===== config.mk =====
export PLATFORM = sky130hd
export DESIGN_NAME = ubus_core
export DESIGN_NICKNAME = d
export VERILOG_FILES = /design/src/rtl/ubus_pkg.sv /design/src/rtl/ubus_regfile.sv /design/src/rtl/ubus_alu.sv /design/src/rtl/ubus_mem.sv /design/src/rtl/ubus_seq.sv /design/src/rtl/ubus_core.sv
export SDC_FILE = /design/constraint.sdc
export NUM_CORES = 2
export LEC_CHECK = 0
export BUFFER_PORTS_ARGS = -buffer_cell sky130_fd_sc_hd__buf_4
export CELL_PAD_IN_SITES_DETAIL_PLACEMENT = 1
export CELL_PAD_IN_SITES_GLOBAL_PLACEMENT = 2
export CORE_MARGIN = 2
export CORE_UTILIZATION = 41
export DETAILED_ROUTE_END_ITERATION = 16
export PLACE_DENSITY_LB_ADDON = 0.1
export SETUP_SLACK_MARGIN = 0.15
export SLEW_MARGIN = 20
export SYNTH_ARGS = -nofsm -noshare
export SYNTH_HDL_FRONTEND = slang
export SYNTH_SLANG_ARGS = --single-unit

===== constraint.sdc =====
create_clock -name clk -period 7.9 [get_ports clk]
set_input_delay 0.395 -clock clk [delete_from_list [all_inputs] [get_ports clk]]
set_output_delay 0.395 -clock clk [all_outputs]
set_load 0.05 [all_outputs]

===== src/rtl/ubus_pkg.sv =====
// Shared types for the shared-bus core: opcodes, ALU functions, bus
// source indices and the per-step control word.
package ubus_pkg;

    localparam logic [4:0] OP_ADD  = 5'd1;
    localparam logic [4:0] OP_SUB  = 5'd2;
    localparam logic [4:0] OP_AND  = 5'd3;
    localparam logic [4:0] OP_OR   = 5'd4;
    localparam logic [4:0] OP_NOT  = 5'd5;
    localparam logic [4:0] OP_ADDI = 5'd6;
    localparam logic [4:0] OP_LD   = 5'd7;
    localparam logic [4:0] OP_ST   = 5'd8;
    localparam logic [4:0] OP_BRZ  = 5'd9;
    localparam logic [4:0] OP_HALT = 5'd31;

    typedef enum logic [2:0] {
        ALU_ADD, ALU_SUB, ALU_AND, ALU_OR, ALU_NOT, ALU_INC4
    } alu_op_e;

    typedef enum logic [1:0] {
        RSEL_RA, RSEL_RB, RSEL_RC
    } reg_sel_e;

    // Bus source indices, one drive enable each
    localparam int SRC_PC   = 0;
    localparam int SRC_C    = 1;
    localparam int SRC_MBR  = 2;
    localparam int SRC_REG  = 3;
    localparam int SRC_IMM  = 4;
    localparam int SRC_ZERO = 5;
    localparam int NSRC     = 6;

    typedef struct packed {
        logic [NSRC-1:0] drv;
        reg_sel_e        reg_sel;
        alu_op_e         alu_op;
        logic            ld_mar;
        logic            ld_mbr_bus;
        logic            ld_mbr_mem;
        logic            ld_pc;
        logic            ld_ir;
        logic            ld_a;
        logic            ld_c;
        logic            ld_con;
        logic            reg_we;
        logic            mem_we;
    } ctrl_t;

endpackage


===== src/rtl/ubus_regfile.sv =====
// General register file: one bus-side read port selected by the controller,
// one write port fed from the bus, one debug read port.
// Assumes NREG is a power of two; all entries clear on reset.
module ubus_regfile #(
    parameter int XLEN = 32,
    parameter int NREG = 32,
    localparam int RW = $clog2(NREG)
) (
    input  logic            clk,
    input  logic            rst_n,
    input  logic [RW-1:0]   rd_addr,
    output logic [XLEN-1:0] rd_data,
    input  logic            we,
    input  logic [RW-1:0]   wr_addr,
    input  logic [XLEN-1:0] wr_data,
    input  logic [RW-1:0]   dbg_addr,
    output logic [XLEN-1:0] dbg_data
);
    logic [XLEN-1:0] regs [NREG];

    // Register storage with synchronous clear
    always_ff @(posedge clk) begin
        if (!rst_n) begin
            for (int i = 0; i < NREG; i++) regs[i] <= '0;
        end else if (we) begin
            regs[wr_addr] <= wr_data;
        end
    end

    // Combinational read ports
    always_comb begin
        rd_data  = regs[rd_addr];
        dbg_data = regs[dbg_addr];
    end
endmodule


===== src/rtl/ubus_alu.sv =====
// ALU between latch A and the bus. Assumes the controller selects one
// function per step; the result is captured by the output latch.
module ubus_alu import ubus_pkg::*; #(
    parameter int XLEN = 32
) (
    input  alu_op_e         op,
    input  logic [XLEN-1:0] a,
    input  logic [XLEN-1:0] b,
    output logic [XLEN-1:0] y
);
    // Function select
    always_comb begin
        unique case (op)
            ALU_ADD:  y = a + b;
            ALU_SUB:  y = a - b;
            ALU_AND:  y = a & b;
            ALU_OR:   y = a | b;
            ALU_NOT:  y = ~b;
            ALU_INC4: y = b + XLEN'(4);
            default:  y = '0;
        endcase
    end
endmodule


===== src/rtl/ubus_mem.sv =====
// Word memory behind the address/buffer registers, with a loader port.
// Assumes the loader is used only while the core is in reset; loader wins.
module ubus_mem #(
    parameter int XLEN  = 32,
    parameter int WORDS = 64,
    localparam int AW = $clog2(WORDS)
) (
    input  logic            clk,
    input  logic            prog_we,
    input  logic [AW-1:0]   prog_addr,
    input  logic [XLEN-1:0] prog_data,
    input  logic            we,
    input  logic [AW-1:0]   addr,
    input  logic [XLEN-1:0] wdata,
    output logic [XLEN-1:0] rdata
);
    logic [XLEN-1:0] words [WORDS];

    // Write from loader or core
    always_ff @(posedge clk) begin
        if (prog_we)  words[prog_addr] <= prog_data;
        else if (we)  words[addr]      <= wdata;
    end

    // Read path, captured by the buffer register
    assign rdata = words[addr];
endmodule


===== src/rtl/ubus_seq.sv =====
// Step generator and decoder. Walks T0..T7, returns to T0 at the end of
// each class's sequence, freezes on halt. Assumes IR is valid from T3 on.
module ubus_seq import ubus_pkg::*; (
    input  logic       clk,
    input  logic       rst_n,
    input  logic [4:0] op,
    input  logic       rb_zero,
    input  logic       con,
    output ctrl_t      ctl,
    output logic [2:0] step,
    output logic       halted
);
    ctrl_t c;
    logic  last;
    logic  halt_set;

    function automatic alu_op_e alu_of(input logic [4:0] o);
        case (o)
            OP_SUB:  return ALU_SUB;
            OP_AND:  return ALU_AND;
            OP_OR:   return ALU_OR;
            default: return ALU_ADD;
        endcase
    endfunction

    // Decode one step into drive and load enables
    always_comb begin
        c        = '0;
        last     = 1'b0;
        halt_set = 1'b0;
        case (step)
            3'd0: begin
                c.drv[SRC_PC] = 1'b1; c.ld_mar = 1'b1;
                c.ld_c = 1'b1; c.alu_op = ALU_INC4;
            end
            3'd1: begin
                c.ld_mbr_mem = 1'b1; c.drv[SRC_C] = 1'b1; c.ld_pc = 1'b1;
            end
            3'd2: begin
                c.drv[SRC_MBR] = 1'b1; c.ld_ir = 1'b1;
            end
            3'd3: begin
                case (op)
                    OP_ADD, OP_SUB, OP_AND, OP_OR, OP_ADDI: begin
                        c.drv[SRC_REG] = 1'b1; c.reg_sel = RSEL_RB; c.ld_a = 1'b1;
                    end
                    OP_NOT: begin
                        c.drv[SRC_REG] = 1'b1; c.reg_sel = RSEL_RB;
                        c.alu_op = ALU_NOT; c.ld_c = 1'b1;
                    end
                    OP_LD, OP_ST: begin
                        if (rb_zero) c.drv[SRC_ZERO] = 1'b1;
                        else begin
                            c.drv[SRC_REG] = 1'b1; c.reg_sel = RSEL_RB;
                        end
                        c.ld_a = 1'b1;
                    end
                    OP_BRZ: begin
                        c.drv[SRC_REG] = 1'b1; c.reg_sel = RSEL_RC; c.ld_con = 1'b1;
                    end
                    OP_HALT: halt_set = 1'b1;
                    default: last = 1'b1;
                endcase
            end
            3'd4: begin
                case (op)
                    OP_ADD, OP_SUB, OP_AND, OP_OR: begin
                        c.drv[SRC_REG] = 1'b1; c.reg_sel = RSEL_RC;
                        c.alu_op = alu_of(op); c.ld_c = 1'b1;
                    end
                    OP_ADDI, OP_LD, OP_ST: begin
                        c.drv[SRC_IMM] = 1'b1; c.alu_op = ALU_ADD; c.ld_c = 1'b1;
                    end
                    OP_NOT: begin
                        c.drv[SRC_C] = 1'b1; c.reg_we = 1'b1; last = 1'b1;
                    end
                    OP_BRZ: begin
                        if (con) begin
                            c.drv[SRC_REG] = 1'b1; c.reg_sel = RSEL_RB; c.ld_pc = 1'b1;
                        end
                        last = 1'b1;
                    end
                    default: last = 1'b1;
                endcase
            end
            3'd5: begin
                case (op)
                    OP_ADD, OP_SUB, OP_AND, OP_OR, OP_ADDI: begin
                        c.drv[SRC_C] = 1'b1; c.reg_we = 1'b1; last = 1'b1;
                    end
                    OP_LD, OP_ST: begin
                        c.drv[SRC_C] = 1'b1; c.ld_mar = 1'b1;
                    end
                    default: last = 1'b1;
                endcase
            end
            3'd6: begin
                case (op)
                    OP_LD: c.ld_mbr_mem = 1'b1;
                    OP_ST: begin
                        c.drv[SRC_REG] = 1'b1; c.reg_sel = RSEL_RA; c.ld_mbr_bus = 1'b1;
                    end
                    default: last = 1'b1;
                endcase
            end
            default: begin
                if (op == OP_LD) begin
                    c.drv[SRC_MBR] = 1'b1; c.reg_we = 1'b1;
                end else if (op == OP_ST) begin
                    c.mem_we = 1'b1;
                end
                last = 1'b1;
            end
        endcase
    end

    // Gate all enables once halted
    assign ctl = halted ? ctrl_t'('0) : c;

    // Step counter and halt flag
    always_ff @(posedge clk) begin
        if (!rst_n) begin
            step   <= 3'd0;
            halted <= 1'b0;
        end else if (!halted) begin
            if (halt_set)  halted <= 1'b1;
            else if (last) step   <= 3'd0;
            else           step   <= step + 3'd1;
        end
    end
endmodule


===== src/rtl/ubus_core.sv =====
// Shared-bus processor core top: architectural registers, bus multiplexer
// with one-hot drive enables, and the four sub-blocks.
// Assumes a 32-bit instruction word and 32 registers (5-bit fields).
module ubus_core import ubus_pkg::*; #(
    parameter int XLEN      = 32,
    parameter int NREG      = 32,
    parameter int MEM_WORDS = 64,
    localparam int AW = $clog2(MEM_WORDS),
    localparam int RW = $clog2(NREG)
) (
    input  logic            clk,
    input  logic            rst_n,
    input  logic            prog_we,
    input  logic [AW-1:0]   prog_addr,
    input  logic [XLEN-1:0] prog_data,
    input  logic [RW-1:0]   dbg_addr,
    output logic [XLEN-1:0] dbg_data,
    output logic            halted,
    output logic            bus_conflict
);
    localparam int KW = 17;

    logic [XLEN-1:0] pc_q, ir_q, mbr_q, a_q, c_q;
    logic [AW-1:0]   mar_q;
    logic            con_q;
    logic [XLEN-1:0] bus, alu_y, reg_rd, mem_rd, imm_sx;
    logic [XLEN-1:0] src [NSRC];
    logic [RW-1:0]   rd_sel;
    logic [2:0]      step;
    ctrl_t           ctl;

    assign imm_sx = {{(XLEN-KW){ir_q[KW-1]}}, ir_q[KW-1:0]};

    ubus_seq u_seq (
        .clk(clk), .rst_n(rst_n), .op(ir_q[31:27]),
        .rb_zero(ir_q[21:17] == '0), .con(con_q),
        .ctl(ctl), .step(step), .halted(halted)
    );

    // Register read address from the selected instruction field
    always_comb begin
        case (ctl.reg_sel)
            RSEL_RA: rd_sel = ir_q[26:22];
            RSEL_RB: rd_sel = ir_q[21:17];
            default: rd_sel = ir_q[16:12];
        endcase
    end

    ubus_regfile #(.XLEN(XLEN), .NREG(NREG)) u_rf (
        .clk(clk), .rst_n(rst_n), .rd_addr(rd_sel), .rd_data(reg_rd),
        .we(ctl.reg_we), .wr_addr(ir_q[26:22]), .wr_data(bus),
        .dbg_addr(dbg_addr), .dbg_data(dbg_data)
    );

    ubus_alu #(.XLEN(XLEN)) u_alu (
        .op(ctl.alu_op), .a(a_q), .b(bus), .y(alu_y)
    );

    ubus_mem #(.XLEN(XLEN), .WORDS(MEM_WORDS)) u_mem (
        .clk(clk), .prog_we(prog_we), .prog_addr(prog_addr),
        .prog_data(prog_data), .we(ctl.mem_we), .addr(mar_q),
        .wdata(mbr_q), .rdata(mem_rd)
    );

    // Bus sources in index order
    always_comb begin
        src[SRC_PC]   = pc_q;
        src[SRC_C]    = c_q;
        src[SRC_MBR]  = mbr_q;
        src[SRC_REG]  = reg_rd;
        src[SRC_IMM]  = imm_sx;
        src[SRC_ZERO] = '0;
    end

    // Bus multiplexer: OR of enabled sources
    always_comb begin
        bus = '0;
        for (int i = 0; i < NSRC; i++)
            if (ctl.drv[i]) bus = bus | src[i];
    end

    assign bus_conflict = ($countones(ctl.drv) > 1);

    // Architectural registers with load enables
    always_ff @(posedge clk) begin
        if (!rst_n) begin
            pc_q  <= '0;
            ir_q  <= '0;
            mbr_q <= '0;
            a_q   <= '0;
            c_q   <= '0;
            mar_q <= '0;
            con_q <= 1'b0;
        end else begin
            if (ctl.ld_pc)      pc_q  <= bus;
            if (ctl.ld_ir)      ir_q  <= bus;
            if (ctl.ld_a)       a_q   <= bus;
            if (ctl.ld_c)       c_q   <= alu_y;
            if (ctl.ld_mar)     mar_q <= bus[AW+1:2];
            if (ctl.ld_con)     con_q <= (bus == '0);
            if (ctl.ld_mbr_mem) mbr_q <= mem_rd;
            else if (ctl.ld_mbr_bus) mbr_q <= bus;
        end
    end
endmodule


==> flow_summary.ini <==
[sta]
max_freq_mhz = 132.0
fin_crit_ns = 7.577
rsz0062_at_grt = false
worst_pin_slew_ns = 1.259
fin_crit_sh_pct = 95.91
slew_headroom_pct = 16.08
hold_violations = 0
holdWs_ns = 0.2922
finClkSkew_ns = 0.05315
drv_slew = 0
finalSetupViolCount = 0

[global_routing]
grt_max_degree = 141
grt_first_pass_wirelength_um = 728900
grt-ovfl-total = 0
antenna_found_initial = 25
grt_pass1_vias = 91469
grtUsageTotal_pct = 29.10

[routing]
ant_nets = 0
firstDrtPassIters = 6
viasPerCell = 6.224
drc_errors = 0
drt-total-wl_um = 521200
wire_per_inst_um = 36.64
vias = 88519
detailedRoute.firstIterationViolations = 8954

[die]
dieArea_mm2 = 0.3544
initial_core_util_pct = 41.12
io_pins = 80
die_w_um = 595.3
row_count = 217
coreArea_mm2 = 0.3486
die_y_um = 595.3

[worst_setup_path]
slowest_stage = or4b_4
path_max_fanout = 29
crit_type = flop to flop
arrival_ns = 8.45
end_kind = flop
startpoint_type = flop
cpMostUsedCell = buf_4
worstPathRequired_ns = 8.78
cpPeakStageDelay_ns = 0.54

[synth]
synth_edf_count = 3072
ys_ff_latch = 3249
synth_ff_type = edfxtp_1
syn_area_per_cell_um2 = 15.92
syn_area_mm2 = 0.1434
ys_seq_area_share_pct = 66.82
syn_nets = 9095
synthArstFlopShare_pct = 0
syn-instance-count = 9004
yosysWarnings = 0
ys_types = 104

[clock_network]
cts_tree = done
numCtsBuffers = 363
clockBufferDepth = 4
clkSinkCount = 3249
clk_pin_slew_ns = 0.06
clk_latency_ns = 0.99
htreeDepth = 5
cts_root_buf = clkbuf_16

[cells_and_area]
final_cell_area_mm2 = 0.1651
postLayoutCoreUtil_pct = 47.35
fill_cells = 33244
syn_to_final_growth_pct = 15.15
drive_gt1_share_pct = 27.01
layoutNonFillerInstCount = 14223
final_nets = 9417

[power]
peakVddDrop_uv = 287.3
p_leak_nw = 53.80
p_per_area_mw_per_mm2 = 345.6
finalPower_mw = 57.05

[placement]
dp.cells = 13527
dp_hpwl_um = 321400
dpl-instance-area_mm2 = 0.1528
gp_congestion = 0.9075
io_buffers = 79

[worst_hold_path]
hold_class = input pin to flop

[outcome]
outcome = finished clean

[job]
maxCapViolations = 0
[layout by cell type (no fill, tap or decap), drive strengths merged, types with 24 or more instances in the layout]
| master | instances |
|---|---|
| a221oi | 43 |
| mux2 | 105 |
| a311oi | 78 |
| a21oi | 124 |
| xnor2 | 55 |
| buf | 708 |
| ha | 41 |
| clkinv | 154 |
| nor2 | 1299 |
| clkbuf | 444 |
| mux4 | 990 |
| nand2 | 838 |
| edfxtp | 3072 |
| bufinv | 34 |
| o21ai | 143 |
| a211oi | 168 |
| nand3 | 193 |
| dfxtp | 177 |
| a31oi | 48 |
| a221o | 24 |
| o211ai | 74 |
| inv | 115 |
| mux2i | 131 |
| and3 | 123 |
| nor3 | 49 |
[metrics by stage]
stage / setup WS (ns) / TNS, ns
5_1_grt: 0.1283 / 0
4_1_cts: 0.08395 / 0
3_3_place_gp: -0.2520 / -0.5258
6_report: 0.3231 / 0
2_1_floorplan: 0.1854 / 0
3_5_place_dp: -0.2831 / -1.045
[synthesized netlist by cell type (123+ instances only)]
master	instances	area [um^2]
a211oi_1	168	1261
a21oi_1	123	615.6
and3_1	123	769.5
buf_1	182	683.2
clkbuf_1	451	1693
dfxtp_1	177	3543
edfxtp_1	3072	92250
mux2i_1	131	1311
mux4_2	990	22300
nand2_1	835	3134
nand3_1	193	965.9
nor2_1	1294	4857
o21ai_0	139	695.7
[flip-flops by register name (all words and copies together), names as in the netlist, named ones only]
name          flops
u_mem.words    2048
c_q              32
a_q              32
mar_q             6
ir_q             32
u_seq.step        3
u_rf.regs      1024
con_q             1
pc_q             32
u_seq.halted      1
mbr_q            32
[cell families after synthesis]
group / Yosys count / share of synthesized area [%]
buffers and inverters: 851 / 2.525
muxes: 1226 / 17.30
DFF: 3249 / 66.82
adders and majority gates: 61 / 0.5254
AOI/OAI and AO/OA: 908 / 4.634
and+or+nand+nor: 2631 / 7.715
xor gates and xnor gates: 78 / 0.4766
[worst max-delay path, delay by kind of cell, from the launching register on]
family / cells / cell delay (ns)
AND/OR/NAND/NOR: 11 / 2.73
AO/OA/AOI/OAI: 10 / 1.93
multiplexers: 1 / 0.33
adder cells (fa/ha/maj): 1 / 0.23
buffers and inverters: 10 / 1.75
XOR/XNOR: 1 / 0.19
flip-flops: 1 / 0.33
[routing by layer]
layer  vias up  wire, um  GRT usage, %
met4         8     22500         10.78
met5         -        64             0
li1      35957         -             -
met2      3628    255500         48.82
met1     47955    210900         38.88
met3       971     32200         3.694
[cell type report]
cell class | count | area (um^2) | share of cell area, %
sequential | 3249 | 95810 | 58.05
clock inverter | 216 | 2027 | 1.228
antenna | 6 | 15.01 | 0.009096
multi-input combinational | 4904 | 45460 | 27.54
inverter | 96 | 362.8 | 0.2198
timing repair buffer | 712 | 6106 | 3.699
clock buffer | 441 | 9520 | 5.768
tap | 4599 | 5754 | 3.486
[worst paths after layout]
path,depth (start not counted),slack [ns],from,end
max,34,0.32,ir_q[27],c_q[31]
min,2,0.29,prog_data[3],u_mem.words[18][3]
max reg2reg,34,0.32,ir_q[27],c_q[31]
min reg2reg,2,0.50,pc_q[22],pc_q[22]
[power breakdown]
group / total [mW] / leakage (nW) / internal, mW / switching (mW)
combinational: 20.2 / 17.7 / 7.46 / 12.7
clock: 16.8 / 5.66 / 9.68 / 7.14
sequential: 20.1 / 30.5 / 19.5 / 0.573
[timing repair]
item / CTS / global route
pin swaps: 4 / 26
endpoints found under the setup margin: 11 / 11
gates cloned: 0 / 3
hold buffers: 1 / 0
hold endpoints to repair: 2 / 0
resized for setup: 9 / 67
buffers inserted: 8 / 21
No activity file was read; power rests on OpenSTA's default activity.
